## config.mk

```make
export PLATFORM = sky130hd
export DESIGN_NAME = poll_irq_emu
export DESIGN_NICKNAME = d
export VERILOG_FILES = /design/src/rtl/poll_emu_pkg.sv /design/src/rtl/poll_pend_track.sv /design/src/rtl/poll_sense_seq.sv /design/src/rtl/poll_irq_emu.sv
export SDC_FILE = /design/constraint.sdc
export NUM_CORES = 1
export LEC_CHECK = 0
export BUFFER_PORTS_ARGS = -buffer_cell sky130_fd_sc_hd__buf_2
export CORE_UTILIZATION = 42
export DETAILED_ROUTE_END_ITERATION = 10
export PLACE_DENSITY = 0.83
export SLEW_MARGIN = 30
export SYNTH_ARGS = -nofsm -noshare
export SYNTH_HDL_FRONTEND = slang
export SYNTH_SLANG_ARGS = --single-unit
```

## constraint.sdc

```tcl
create_clock -name clk -period 1.33 [get_ports clk]
set_input_delay 0.133 -clock clk [delete_from_list [all_inputs] [get_ports clk]]
set_output_delay 0.133 -clock clk [all_outputs]
set_load 0.01 [all_outputs]
```

## src/rtl/poll_emu_pkg.sv

```systemverilog
package poll_emu_pkg;

   localparam int unsigned BYTE_W = 8;

   localparam logic [BYTE_W-1:0] OP_SENSE_INT = 8'h08;
   localparam logic [1:0]        IC_READY_CHG = 2'b11;
   localparam logic [BYTE_W-1:0] ST0_INVALID  = 8'h80;

   typedef enum logic [1:0] {
      SQ_IDLE = 2'd0,
      SQ_ST0  = 2'd1,
      SQ_CYL  = 2'd2
   } seq_state_t;

   function automatic logic [BYTE_W-1:0] make_st0(input logic [1:0] drv);
      return {IC_READY_CHG, 4'b0000, drv};
   endfunction

endpackage

```

## src/rtl/poll_pend_track.sv

```systemverilog
module poll_pend_track #(
   parameter int unsigned N_DRIVES = 4,
   parameter int unsigned DRV_W    = 2
) (
   input  logic                clk,
   input  logic                rst_n,
   input  logic                poll_dis,
   input  logic                take,
   output logic [N_DRIVES-1:0] pend,
   output logic                any,
   output logic [DRV_W-1:0]    sel
);

   logic arm_q;

   // one-shot load on the first edge after reset release
   always_ff @(posedge clk or negedge rst_n) begin
      if (!rst_n) arm_q <= 1'b1;
      else        arm_q <= 1'b0;
   end

   for (genvar gi = 0; gi < N_DRIVES; gi++) begin : g_drive
      always_ff @(posedge clk or negedge rst_n) begin
         if (!rst_n) begin
            pend[gi] <= 1'b0;
         end else if (arm_q) begin
            pend[gi] <= ~poll_dis;
         end else if (take && (sel == DRV_W'(gi))) begin
            pend[gi] <= 1'b0;
         end
      end
   end

   // lowest-numbered pending drive wins
   always_comb begin
      sel = '0;
      for (int i = N_DRIVES - 1; i >= 0; i--) begin
         if (pend[i]) sel = DRV_W'(i);
      end
   end

   assign any = |pend;

endmodule

```

## src/rtl/poll_sense_seq.sv

```systemverilog
module poll_sense_seq
   import poll_emu_pkg::*;
#(
   parameter int unsigned    DRV_W       = 2,
   parameter logic [BYTE_W-1:0] PRESENT_CYL = 8'h00
) (
   input  logic              clk,
   input  logic              rst_n,
   input  logic              cmd_valid,
   input  logic [BYTE_W-1:0] cmd_op,
   input  logic              any,
   input  logic [DRV_W-1:0]  sel,
   output logic              take,
   output logic              res_valid,
   output logic [BYTE_W-1:0] res_data
);

   seq_state_t        state_q;
   logic [BYTE_W-1:0] byte_q;
   logic              two_q;
   logic              accept;
   logic              is_sense;

   assign is_sense = (cmd_op == OP_SENSE_INT);
   assign accept   = cmd_valid && (state_q == SQ_IDLE) && is_sense;
   assign take     = accept && any;

   always_ff @(posedge clk or negedge rst_n) begin
      if (!rst_n) begin
         state_q <= SQ_IDLE;
         byte_q  <= '0;
         two_q   <= 1'b0;
      end else begin
         unique case (state_q)
            SQ_IDLE: begin
               if (accept) begin
                  state_q <= SQ_ST0;
                  two_q   <= any;
                  byte_q  <= any ? make_st0(2'(sel)) : ST0_INVALID;
               end
            end
            SQ_ST0: begin
               if (two_q) begin
                  state_q <= SQ_CYL;
                  byte_q  <= PRESENT_CYL;
               end else begin
                  state_q <= SQ_IDLE;
                  byte_q  <= '0;
               end
            end
            default: begin
               state_q <= SQ_IDLE;
               byte_q  <= '0;
               two_q   <= 1'b0;
            end
         endcase
      end
   end

   assign res_valid = (state_q != SQ_IDLE);
   assign res_data  = byte_q;

endmodule

```

## src/rtl/poll_irq_emu.sv

```systemverilog
module poll_irq_emu
   import poll_emu_pkg::*;
#(
   parameter int unsigned N_DRIVES    = 4,
   parameter logic [7:0]  PRESENT_CYL = 8'h00
) (
   input  logic       clk,
   input  logic       rst_n,
   input  logic       poll_dis,
   input  logic       cmd_valid,
   input  logic [7:0] cmd_op,
   output logic       res_valid,
   output logic [7:0] res_data,
   output logic       irq
);

   localparam int unsigned DRV_W = (N_DRIVES > 1) ? $clog2(N_DRIVES) : 1;

   if (N_DRIVES < 1 || N_DRIVES > 4) begin : g_bad_drives
      $error("poll_irq_emu: N_DRIVES must be 1..4 to fit the ST0 drive field");
   end

   logic [N_DRIVES-1:0] pend_w;
   logic                any_w;
   logic [DRV_W-1:0]    sel_w;
   logic                take_w;

   poll_pend_track #(
      .N_DRIVES (N_DRIVES),
      .DRV_W    (DRV_W)
   ) u_track (
      .clk      (clk),
      .rst_n    (rst_n),
      .poll_dis (poll_dis),
      .take     (take_w),
      .pend     (pend_w),
      .any      (any_w),
      .sel      (sel_w)
   );

   poll_sense_seq #(
      .DRV_W       (DRV_W),
      .PRESENT_CYL (PRESENT_CYL)
   ) u_seq (
      .clk       (clk),
      .rst_n     (rst_n),
      .cmd_valid (cmd_valid),
      .cmd_op    (cmd_op),
      .any       (any_w),
      .sel       (sel_w),
      .take      (take_w),
      .res_valid (res_valid),
      .res_data  (res_data)
   );

   assign irq = any_w;

endmodule

```

; After elaboration in Yosys (flattened, before gate mapping)
; Index checks and enable logic that the tools add are counted.
[word_totals]
ff_bits = 16
in_bits = 12
output_inout_bits = 10
[op_classes]
n_reduce_logical = 16
n_mux = 20
n_bitwise = 2
eq_ne = 6
[ops]
columns = operator, count
row1 = 8-bit 2-to-1 mux, 2
row2 = 2-bit 2-to-1 mux, 6
row3 = 2-bit nonzero test, 5
row4 = 1-bit 2-to-1 mux, 9
row5 = 8-bit by 4-bit == test with 1-bit output (second input constant), 1
row6 = 1-bit logical AND, 7
row7 = 7-bit 2-to-1 mux, 1
row8 = 2-bit by 1-bit == test with 1-bit output (second input constant), 2
row9 = 2-bit == test (second input constant), 2
row10 = 2-bit zero test, 2
row11 = 2-bit case mux with 2 select lines, 1
row12 = 4-bit OR reduction, 1
row13 = 2-bit by 1-bit != test with 1-bit output (second input constant), 1
row14 = 1-bit inverter, 2
row15 = 1-bit case mux with 2 select lines, 1
row16 = 2-bit AND reduction, 1

; Depth between registers and ports, before layout
; Gate-level depths: netlist of the first run.
[logic_depth]
depth_word = 8
mapped_depth = 4
ltp_nobuf = 4

; By module
; From an unflattened synthesis of the first run, not the netlist that was laid out.
[unflattened]
hier_cells = 60
area_unflattened_um2 = 624.3
[modules_own_cells]
columns = mod, cells_each, area_each_um2, seq_area_each_um2, n_inst
row1 = poll_sense_seq, 36, 381.6, 175.2, 1
row2 = poll_pend_track, 24, 242.7, 126.4, 1

; Worst setup path after synthesis of the first run
; No wires, ideal clock.
[synth_path]
path_type = reg2reg
from = reg u_seq.state_q[0]
to = reg u_seq.two_q
path_slack_ns = -0.078
arrival_time_ns = 1.322
n_path_buf = 0
t_required_ns = 1.243
path_stages_with_launch = 4
period_less_slack_ns = 1.408
path_cell_list = dfrtp_1 -> or4b_1 -> o31a_1 -> a211oi_2
[synth_between]
elab_chain_len = 5
word_cells_on_any_way = 8
[synth_rtl]
columns = element, line
row1 = from (decl), poll_sense_seq.sv:18  ; seq_state_t state_q;
row2 = from (signal assigned), poll_sense_seq.sv:30  ; state_q <= SQ_IDLE;
row3 = from (signal assigned), poll_sense_seq.sv:37  ; state_q <= SQ_ST0;
row4 = from (signal assigned), poll_sense_seq.sv:44  ; state_q <= SQ_CYL;
row5 = 2-bit zero test, "poll_sense_seq.sv:25, poll_sense_seq.sv:34"
row6 = 1-bit logical AND (2 in series), poll_sense_seq.sv:25  ; assign accept = cmd_valid && (state_q == SQ_IDLE) && is_sense;
row7 = 2-bit by 1-bit != test with 1-bit output (no source line), -
row8 = 2-bit AND reduction (no source line), -
row9 = to (signal assigned), poll_sense_seq.sv:38  ; two_q <= any;
row10 = to (decl), poll_sense_seq.sv:20  ; logic two_q;
; Parallel ways exist; a longest one is shown, timed or not.
; A chain may end at the register's enable or synchronous reset.

; Worst setup path after layout of the first run
[layout_path]
from = reg u_seq.state_q[1]
to = reg u_track.pend[3]
[layout_between]
elab_chain_len = 6
[layout_rtl]
columns = element, line
row1 = 2-bit zero test, poll_sense_seq.sv:25
row2 = 1-bit logical AND (2 in series), poll_sense_seq.sv:25
row3 = 1-bit logical AND, poll_sense_seq.sv:26  ; assign take = accept && any;
row4 = 1-bit logical AND, poll_pend_track.sv:28  ; end else if (take && (sel == DRV_W'(gi))) begin
row5 = 2-bit nonzero test (no source line), -
row6 = "to (signal, indexed assignment)", poll_pend_track.sv:27  ; pend[gi] <= ~poll_dis;
row7 = to (decl), poll_pend_track.sv:9  ; output logic [N_DRIVES-1:0] pend,
; Every way passes these cells.

==> results.md, run 1 <==
* CTS Buffer Depth at 2
* Overall power at 844 µW
* Global route overflow at 0
* Synthesized instance count at 61
* Max Fclk at 0.675 GHz
* Total core area at 1330 µm²
* IO Pins at 22
* Leakage Power at 0.427 nW
* Synth Warn # at 0
* Wire per inst at 13.3 µm
* Post-Route WL at 1420 µm
* Clk Latency, worst-skew pair at roughly 0.28 ns
* FF-to-FF setup slack at -0.15 ns
* Top post-synthesis cells by area: dfrtp_1 (44%), mux2i_1 (4.8%), buf_4 (4.8%)
* Starting density of the core at 46.7%
* Crit start category: register
* Gpl congestion at 0.748
* Arrival @ worst endpoint at approximately 1.6 ns
* Max FO, Critical Path at 3
* Synthesized flop and latch total at 12
* Number of flops mapped to enable cells by yosys at 0
* VDD IR-drop max at ~0.58 mV
* Hold Path End: u_track.pend[0]$_DFFE_PN0P_
* Die Height at 40.5 µm
* Final worst-path cycle share at 111%
* Clk sinks at 12
* DIE AREA at 1640 µm²
* Worst Path Required at 1.48 ns
* Port Buffer Count at 17
* Die extent in x at 40.5 µm
* Clock buffers created by TritonCTS at 3
* Setup TNS at -0.551 ns
* Crit path kind: register to register
* Min Hold Slack at between 0.1 and 0.15 ns
* CTS tree: done
* Cell Rows at 13
* Routed vias/inst at 5.20
* CTS root buffer: clkbuf_4
* Layout cells sized above 1 at a little under half
* Syn_area_per_cell at 10.2 µm²
* Largest net degree at the start of global routing at 13
* Setup crit end kind: register
* Nets at 105
* Cell taking the most area after synthesis: dfrtp_1
* Hold Fails Final Rpt at 0
* Post-route ant nets at 0
* Max-cap violations at 0
* Failing checks: setup timing
* Reg2reg end: u_track.pend[3]$_DFFE_PN0P_
* Synth Cell Area at 623 µm²
* Final slew viol count at 0
* Primary FF master, synth: dfrtp_1
* Status: complete, but fails checks
* First-pass GRT wire length at roughly 2200 µm
* DRC marker count from the first detailed-route iteration at 2
* Worst R2R Start: u_seq.state_q[1]$_DFFE_PN0P_
* Final worst path period need at 1.48 ns
* Hold Crit Start: poll_dis
* N_diodes at 0
* Power per cell area at 957 nW/µm²
* Gr usage total at about a fifth
* Vias in the first global route at 550
* Synth cell types at 25
* Register-to-Register Path Depth at 4
* Setup ws final at -0.153 ns
* Ys async rst share at 100%
* Final setup viols at 5
* Via count at about 560
* Synthesis-to-finish area growth at 41.6%
* H-tree levels at 1
* Initial antenna violation count at 0
* HP Class: input port to register
* Synth top area share at 44.2%
* Detailed Routing Iterations Pass 1 at 2
* RSZ-0062 raised after global routing: true
* DP HPWL at 1010 µm
* Worst Skew at roughly 0.011 ns
* Clock Pin Slew Worst Setup and Hold Paths at 0.07 ns
* Number of cells on the worst hold path at 3
* Share of the yosys chip area belonging to registers at 48.4%
* DRC viols at 0
-- kinds of logic (layout without fill, tap and decap cells) --
kind of cell | Yosys count | after routing | synth area share (%)
flip-flops | 12 | 12 | 48.4
AO/OA/AOI/OAI | 12 | 12 | 12.4
other | 1 | 5 | 0.602
multiplexers | 3 | 3 | 4.82
AND/OR/NAND/NOR | 25 | 25 | 26.5
buffers and inverters | 8 | 35 | 7.23
-- state kept, by name (all words and copies together), names as in the netlist --
signal and flops:
u_seq.res_data 4, u_seq.state_q 2, u_seq.two_q 1, u_track.arm_q 1, u_track.pend 4
-- synth_stat cells (2+ instances only) --
master    instances
inv_1             4
buf_4             4
nand2b_1          2
mux2i_1           3
a21oi_1           5
nand2_1           6
or4b_1            2
nor4_2            2
nor2_1            5
dfrtp_1          11
nor3_1            2
nor2b_1           2
-- worst max-delay path by stage --
| stage | start | endpoint | slack (ns) | depth (start not counted) |
|---|---|---|---|---|
| 2_1_floorplan | u_seq.state_q[1]$_DFFE_PN0P_ | u_track.pend[3]$_DFFE_PN0P_ | -0.06 | 3 |
| 3_3_place_gp | u_seq.state_q[1]$_DFFE_PN0P_ | u_track.pend[3]$_DFFE_PN0P_ | -0.11 | 4 |
| 3_5_place_dp | cmd_op[5] | u_seq.res_data[6]$_DFFE_PN0P_ | -0.14 | 4 |
| 4_1_cts | u_track.pend[3]$_DFFE_PN0P_ | irq | -0.14 | 2 |
| 5_1_grt | u_seq.state_q[1]$_DFFE_PN0P_ | u_track.pend[3]$_DFFE_PN0P_ | -0.22 | 4 |
| 6_report | u_seq.state_q[1]$_DFFE_PN0P_ | u_track.pend[3]$_DFFE_PN0P_ | -0.15 | 4 |
-- critical path: stages (launching register included) --
cell and delay [ns]:
dfrtp_1 0.40, or4b_4 0.56, nor4_4 0.14, buf_4 0.17, a31oi_1 0.08
-- cells in the final DEF (no fill, tap or decap), drive strengths merged, types with 2 or more instances in the layout --
| master | count |
|---|---|
| buf | 26 |
| dfrtp | 11 |
| nand2 | 6 |
| conb | 5 |
| a21oi | 5 |
| nor2 | 5 |
| inv | 4 |
| clkbuf | 4 |
| mux2i | 3 |
| nor3 | 3 |
| or4 | 2 |
| nand2b | 2 |
| nor4 | 2 |
| nor2b | 2 |
| or4b | 2 |
| o21ai | 2 |
-- layout make-up --
class                   instances  area (µm²)
clock buffers                   4        26.3
fillers                       111         452
inverters                       4        15.0
multi-input cells              45         342
flip-flops and latches         12         302
well taps                      15        18.8
repair buffers                 27         179
-- timing repair --
action,in CTS,in global routing
buffers inserted,1,1
pin swaps,4,1
gates resized for setup,7,8
hold buffers,1,0
hold endpoints to repair,12,0
setup endpoints to repair,6,8
-- stage by stage --
stage | std cells | setup slack, ns | util [%] | instance area [µm²]
after floorplan | 65 | -0.0564 | - | 638
after global placement | 101 | -0.112 | 57.9 | 772
after detailed placement | 101 | -0.137 | 57.9 | 772
after CTS | 107 | -0.138 | 63.5 | 847
after global routing | 107 | -0.218 | 66.1 | 882
final | 107 | -0.153 | 66.1 | 882
-- routing by layer --
layer  vias up  part of all wire [%]  global-route usage, %
li1        270                     -                      -
met1       274                    40                   22.3
met2         9                    55                   37.3
met3         3                   3.2                   8.89
met4         0                   1.7                   7.50
met5         -                     0                      0
-- report_power, final --
part	leakage [nW]	internal, mW	switching (mW)
registers	0.140	0.401	0.0202
logic	0.272	0.0904	0.0979
clock network	0.0150	0.117	0.119
total	0.427	0.607	0.237
Note: power is estimated with default switching activity, not from simulation.
==> run 2: changes to the inputs <==
--- a/config.mk
+++ b/config.mk
@@ -6,6 +6,7 @@
 export NUM_CORES = 1
 export LEC_CHECK = 0
 export BUFFER_PORTS_ARGS = -buffer_cell sky130_fd_sc_hd__buf_2
+export CORE_MARGIN = 2
 export CORE_UTILIZATION = 42
 export DETAILED_ROUTE_END_ITERATION = 10
 export PLACE_DENSITY = 0.83
==> run 2 against run 1 <==
Compared with the run above: the flow still finishes with violations (setup timing); count of clock-buffer cells in the layout stayed put; non-clock buffer count stayed put; first-iteration DRC count is 100% higher; cell count stayed put; global-route usage is 5.7 points lower; cell area is 2.8% lower; critical path depth is 2 lower; routed wire length is 7.7% lower; core utilization is 2.7 points lower.
==> results.md, run 2 (synthesis results as in run 1) <==
* Post-Route WL at 1310 µm (-7.7%)
* N_diodes at 0 (unchanged)
* HP Class: input port to register
* Placed Cells at 100 (-0.99%)
* DRC marker count from the first detailed-route iteration at 4 (+2)
* Max-cap violations at 0 (unchanged)
* Routing usage on met3 at 3.88% (-5.0 points)
* IO Pins at 22 (unchanged)
* Clock buffers created by TritonCTS at 3 (unchanged)
* Clock Pin Slew Worst Setup and Hold Paths at 0.06 ns (about the same)
* Final setup viols at 5 (unchanged)
* Crit start category: register
* Vias in the first global route at 525 (-4.5%)
* Gr usage total at 15.5% (-5.7 points)
* GR Util met2 at 25.5% (-12 points)
* Cell Rows at 13 (unchanged)
* Starting density of the core at 46.2% (-0.56 points)
* Routed vias/inst at 5.21 (+0.36%)
* DIE AREA at 1810 µm² (+10%)
* CTS Buffer Depth at 2 (unchanged)
* H-tree levels at 1 (unchanged)
* CTS root buffer: clkbuf_4
* Worst R2R Start: u_seq.state_q[1]$_DFFE_PN0P_
* Failing checks: setup timing
* RSZ-0062 raised after global routing: true
* VDD IR-drop max at 0.526 mV (-9.4%)
* Status: complete, but fails checks
* Final worst path period need at 1.48 ns (-0.00568 ns)
* Setup ws final at -0.147 ns (+0.00568 ns)
* Die extent in x at 42.5 µm (+4.9%)
* Final std cells w/o fill at 107 (unchanged)
* Initial antenna violation count at 0 (unchanged)
* Gpl congestion at 0.782 (+4.6%)
* Clk Latency, worst-skew pair at 0.27 ns (about the same)
* GRT met1 Usage at 19.6% (-2.8 points)
* Worst Skew at 0.0124 ns (+0.00183 ns)
* DP HPWL at 969 µm (-3.8%)
* Post-route ant nets at 0 (unchanged)
* Synthesis-to-finish area growth at 37.6%
* Worst-path cell chain: or4_4 -> buf_6
* Max FO, Critical Path at 2 (-1)
* Largest net degree at the start of global routing at 13 (unchanged)
* Crit path max-delay family: simple AND/OR/NAND/NOR gates
* Setup crit end kind: output port
* Worst Path Required at 1.20 ns (-0.28 ns)
* Most common cell after layout, fill and taps aside: buf_2
* First-pass GRT wire length at 2130 µm (-3.7%)
* Final worst-path cycle share at 111% (-0.43 points)
* Wire per inst at 12.3 µm (-7.7%)
* Port Buffer Count at 17 (unchanged)
* Max Fclk at 0.677 GHz (+0.38%)
* Crit path kind: register to output port
* Die Height at 42.5 µm (+4.9%)
* GR peak layer: met2
* DRC viols at 0 (unchanged)
* CP max-delay cell: or4_4
* CTS tree: done
* Setup TNS at -0.385 ns (+0.166 ns)
* CP startpoint: u_track.pend[2]$_DFFE_PN0P_
* Total core area at 1350 µm² (+1.2%)
* Via count at 558 (+0.36%)
* Hold Fails Final Rpt at 0 (unchanged)
* Layout cells sized above 1 at 44.6% (-3.3 points)
* Arrival @ worst endpoint at 1.34 ns (-0.29 ns)
* Detailed Routing Iterations Pass 1 at 2 (unchanged)
* Clk sinks at 12 (unchanged)
* Hold Crit Start: poll_dis
* Nets at 105 (unchanged)
* Buf/Inv on CP at 1 (unchanged)
* Final slew viol count at 0 (unchanged)
* Power per cell area at 974 nW/µm² (+1.7%)
* Most frequent cells in the layout: buf_2 (16), dfrtp_1 (11), buf_4 (9)
* Leakage Power at 0.424 nW (-0.68%)
* Overall power at 835 µW (-1.2%)
* Global route overflow at 0 (unchanged)
* Max incr delay on CP at 0.56 ns (about the same)
-- run 2: repair_timing --
item	in CTS	in global routing
hold buffers	1	0
gates resized for setup	5	4
endpoints found under the setup margin	5	8
buffers inserted	1	1
pin swaps	4	2
endpoints found under the hold margin	12	0
-- run 2: routing by layer --
metal / wire (µm) / part of all wire, %
met1: 559 / 43
met2: 679 / 52
met3: 63 / 4.8
met4: 11 / 0.84
met5: 0 / 0
-- run 2: final cells by class --
cell class | instances | area, µm²
fillers | 111 | 493
multi-input cells | 45 | 327
flip-flops and latches | 12 | 302
repair buffers | 27 | 169
clock buffers | 4 | 26.3
well taps | 15 | 18.8
inverters | 4 | 15.0
-- run 2: report_power, final --
part / total, mW / internal, mW / switching [mW]
combinational: 0.184 / 0.0898 / 0.0940
clock: 0.234 / 0.116 / 0.118
sequential: 0.417 / 0.400 / 0.0169
total: 0.835 / 0.606 / 0.228
-- run 2: tightest hold or removal path, stage by stage --
cell and delay, ns:
buf_2 0.08, nand2b_1 0.09, o21ai_1 0.05
-- run 2: stage by stage --
stage                     hold slack, ns  cell area, µm²  util, %  worst slack (ns)
final                              0.130             857     63.5            -0.147
after global routing               0.159             857     63.5            -0.190
after CTS                          0.125             833     61.7            -0.149
after detailed placement          0.0259             764     56.6            -0.134
after global placement            0.0228             764     56.6            -0.104
after floorplan                   -0.163             638        -           -0.0564
-- run 2: path summary, 6_finish.rpt --
kind	to	slack (ns)	cells after the start
min reg2reg	u_seq.res_data[7]$_DFFE_PN0P_	0.49	1
max in group asynchronous	u_track.arm_q$_DFF_PN1_	0.79	2
max reg2reg	u_track.pend[3]$_DFFE_PN0P_	-0.08	3
min in group asynchronous	u_seq.res_data[1]$_DFFE_PN0P_	0.25	2
min	u_track.pend[0]$_DFFE_PN0P_	0.13	3
max	irq	-0.15	2
==> run 3: changes to the inputs <==
--- a/config.mk
+++ b/config.mk
@@ -6,10 +6,13 @@
 export NUM_CORES = 1
 export LEC_CHECK = 0
 export BUFFER_PORTS_ARGS = -buffer_cell sky130_fd_sc_hd__buf_2
+export CAP_MARGIN = 20
+export CORE_ASPECT_RATIO = 1.1
 export CORE_MARGIN = 2
 export CORE_UTILIZATION = 42
 export DETAILED_ROUTE_END_ITERATION = 10
 export PLACE_DENSITY = 0.83
+export RECOVER_POWER = 25
 export SLEW_MARGIN = 30
 export SYNTH_ARGS = -nofsm -noshare
 export SYNTH_HDL_FRONTEND = slang
==> run 3 against run 2 <==
Compared with the run above: non-clock buffer count increased by 2; largest power group unchanged; the flow still finishes with violations (setup timing); worst setup slack got worse by 0.020 ns; highest routed layer unchanged; fmax shrank 1.3%; cell count grew 2.8%; register-to-register slack got worse by 0.06 ns.
==> results.md, run 3 (synthesis results as in run 1) <==
* H-tree levels at 1 (unchanged)
* Max-cap violations at 0 (unchanged)
* CTS Buffer Depth at 2 (unchanged)
* Comb pwr share at 22.8% (+0.8 points)
* DP Area at 773 µm² (+1.1%)
* CTS tree: done
* Leakage Power at 0.431 nW (+1.6%)
* Max FO, Critical Path at 2 (unchanged)
* Detailed Routing Iterations Pass 1 at 2 (unchanged)
* First-pass GRT wire length at 2300 µm (+8.1%)
* Setup ws final at -0.166 ns (-0.0196 ns)
* Largest net degree at the start of global routing at 13 (unchanged)
* Global route overflow at 0 (unchanged)
* Status: complete, but fails checks
* Max incr delay on CP at 0.56 ns (about the same)
* Switch share at 28.2% (+0.85 points)
* Clock buffers created by TritonCTS at 3 (unchanged)
* VDD IR-drop max at 0.895 mV (+70%)
* Worst R2R Start: u_track.pend[0]$_DFFE_PN0P_
* Flop pwr share at 49.1% (-0.9 points)
* Cell Rows at 14 (+1)
* Arrival @ worst endpoint at 1.36 ns (+0.02 ns)
* Crit start category: register
* DP HPWL at 1030 µm (+6.4%)
* Final worst path period need at 1.50 ns (+0.0196 ns)
* Port Buffer Count at 17 (unchanged)
* Design Area, Final at 883 µm² (+3.1%)
* Hold Path End: u_track.pend[0]$_DFFE_PN0P_
* Worst-path cell chain: or4_4 -> buf_6
* Max Fclk at 0.668 GHz (-1.3%)
* Hold Crit Start: poll_dis
* Crit path kind: register to output port
* Clk Latency, worst-skew pair at 0.28 ns (about the same)
* DIE AREA at 1810 µm² (about the same)
* Setup crit end kind: output port
* Hold Fails Final Rpt at 0 (unchanged)
* Final worst-path cycle share at 113% (+1.5 points)
* RSZ-0062 raised after global routing: true
* Gr usage total at 19.6% (+4.0 points)
* Post-Route WL at 1380 µm (+5.0%)
* Die extent in x at 40.7 µm (-4.2%)
* Initial antenna violation count at 0 (unchanged)
* Most frequent cells in the layout: buf_2 (15), dfrtp_1 (11), buf_4 (10)
* HP Class: input port to register
* Max-slew headroom at ~58%
* Clk sinks at 12 (unchanged)
* DRC viols at 0 (unchanged)
* Via count at 550 (-1.4%)
* Least-Margin Pin Slew at 0.630 ns
* Fill cells at 112 (+0.90%)
* Clk network pwr share at 28.2% (+0.2 points)
* Vias in the first global route at 549 (+4.6%)
* CTS root buffer: clkbuf_4
* Final std cells w/o fill at 110 (+2.8%)
* Reg2reg end: u_seq.two_q$_DFFE_PN0P_
* Failing checks: setup timing
* Nets at 107 (+1.9%)
* DRC marker count from the first detailed-route iteration at 7 (+3)
* Register-to-Register Path Depth at 5 (+2)
* Routed vias/inst at 5.00 (-4.1%)
* Starting density of the core at 45.0% (-1.1 points)
* Post-route ant nets at 0 (unchanged)
* Synthesis-to-finish area growth at 41.8%
* IO Pins at 22 (unchanged)
* Worst Path Required at 1.20 ns (about the same)
* Wire per inst at 12.5 µm (+2.2%)
* Internal Dissipation at 612 µW (+0.99%)
* Placed Cells at 102 (+2.0%)
* Sw Pwr at 241 µW (+5.3%)
* Post-Place Worst Slack at -0.117 ns (+0.0167 ns)
* Total core area at 1380 µm² (+2.5%)
* Worst Skew at 0.00114 ns (-0.0113 ns)
* CP max-delay cell: or4_4
* Die Height at 44.4 µm (+4.4%)
* N_diodes at 0 (unchanged)
* Power per cell area at 965 nW/µm² (-0.86%)
* Most common cell after layout, fill and taps aside: buf_2
* Clock Pin Slew Worst Setup and Hold Paths at 0.07 ns (about the same)
* Final slew viol count at 0 (unchanged)
* Finished Core Util at 63.8% (+0.35 points)
* Final setup viols at 6 (+1)
* Gpl congestion at 0.752 (-3.9%)
* Layout cells sized above 1 at 46.8% (+2.2 points)
* Number of cells on the worst hold path at 3 (unchanged)
* FF-to-FF setup slack at -0.14 ns (-0.06 ns)
[run 3: area by class of cell]
class | count | area [µm²] | area share [%]
clock buffers | 4 | 26.3 | 2.97
flip-flops and latches | 12 | 302 | 34.1
multi-input cells | 45 | 334 | 37.8
repair buffers | 29 | 186 | 21.1
inverters | 4 | 15.0 | 1.70
well taps | 16 | 20.0 | 2.27
[run 3: power by group through the flow]
stage	Clock, mW	Combinational [mW]	Sequential, mW
floorplan	0	0.0800	0.438
global placement	0	0.156	0.424
detailed placement	0	0.163	0.425
CTS	0.249	0.186	0.418
global route	0.263	0.217	0.425
finish	0.240	0.194	0.418
[run 3: how the worst max path moves through the flow]
| stage | startpoint | endpoint | slack, ns | cells after the start |
|---|---|---|---|---|
| 2_1_floorplan | u_seq.state_q[1]$_DFFE_PN0P_ | u_track.pend[3]$_DFFE_PN0P_ | -0.06 | 3 |
| 3_3_place_gp | u_seq.state_q[1]$_DFFE_PN0P_ | u_track.pend[3]$_DFFE_PN0P_ | -0.09 | 4 |
| 3_5_place_dp | u_seq.state_q[1]$_DFFE_PN0P_ | u_track.pend[3]$_DFFE_PN0P_ | -0.12 | 4 |
| 4_1_cts | u_track.pend[1]$_DFFE_PN0P_ | irq | -0.16 | 2 |
| 5_1_grt | u_track.pend[0]$_DFFE_PN0P_ | irq | -0.18 | 2 |
| 6_report | u_track.pend[0]$_DFFE_PN0P_ | irq | -0.17 | 2 |
[run 3: what timing repair did]
action | 4_1_cts | 5_1_grt
pin swaps | 4 | 3
gates resized for setup | 8 | 4
endpoints found under the setup margin | 5 | 8
setup buffers | 2 | 1
hold buffers | 1 | 0
endpoints found under the hold margin | 12 | 0
[run 3: critical path: cells and delay by family, from the launching register on]
kind / cells / cell delay [ns]
and+or+nand+nor: 1 / 0.56
DFF: 1 / 0.39
buffers and inverters: 1 / 0.14
[run 3: through the flow]
stage               hold WS [ns]  total power, mW  setup TNS [ns]
finish                     0.134            0.853          -0.671
detailed placement        0.0171            0.588          -0.707
floorplan                 -0.163            0.518          -0.165
CTS                        0.133            0.853          -0.681
global route               0.170            0.904          -0.862
global placement          0.0154            0.580          -0.534
[run 3: per-layer routing]
metal / up-vias / wire length, µm / GRT usage, %
met5: - / 0 / 0
met3: 2 / 58 / 4.52
met1: 261 / 567 / 24.3
met4: 0 / 27 / 8.00
li1: 274 / - / -
met2: 13 / 727 / 31.7
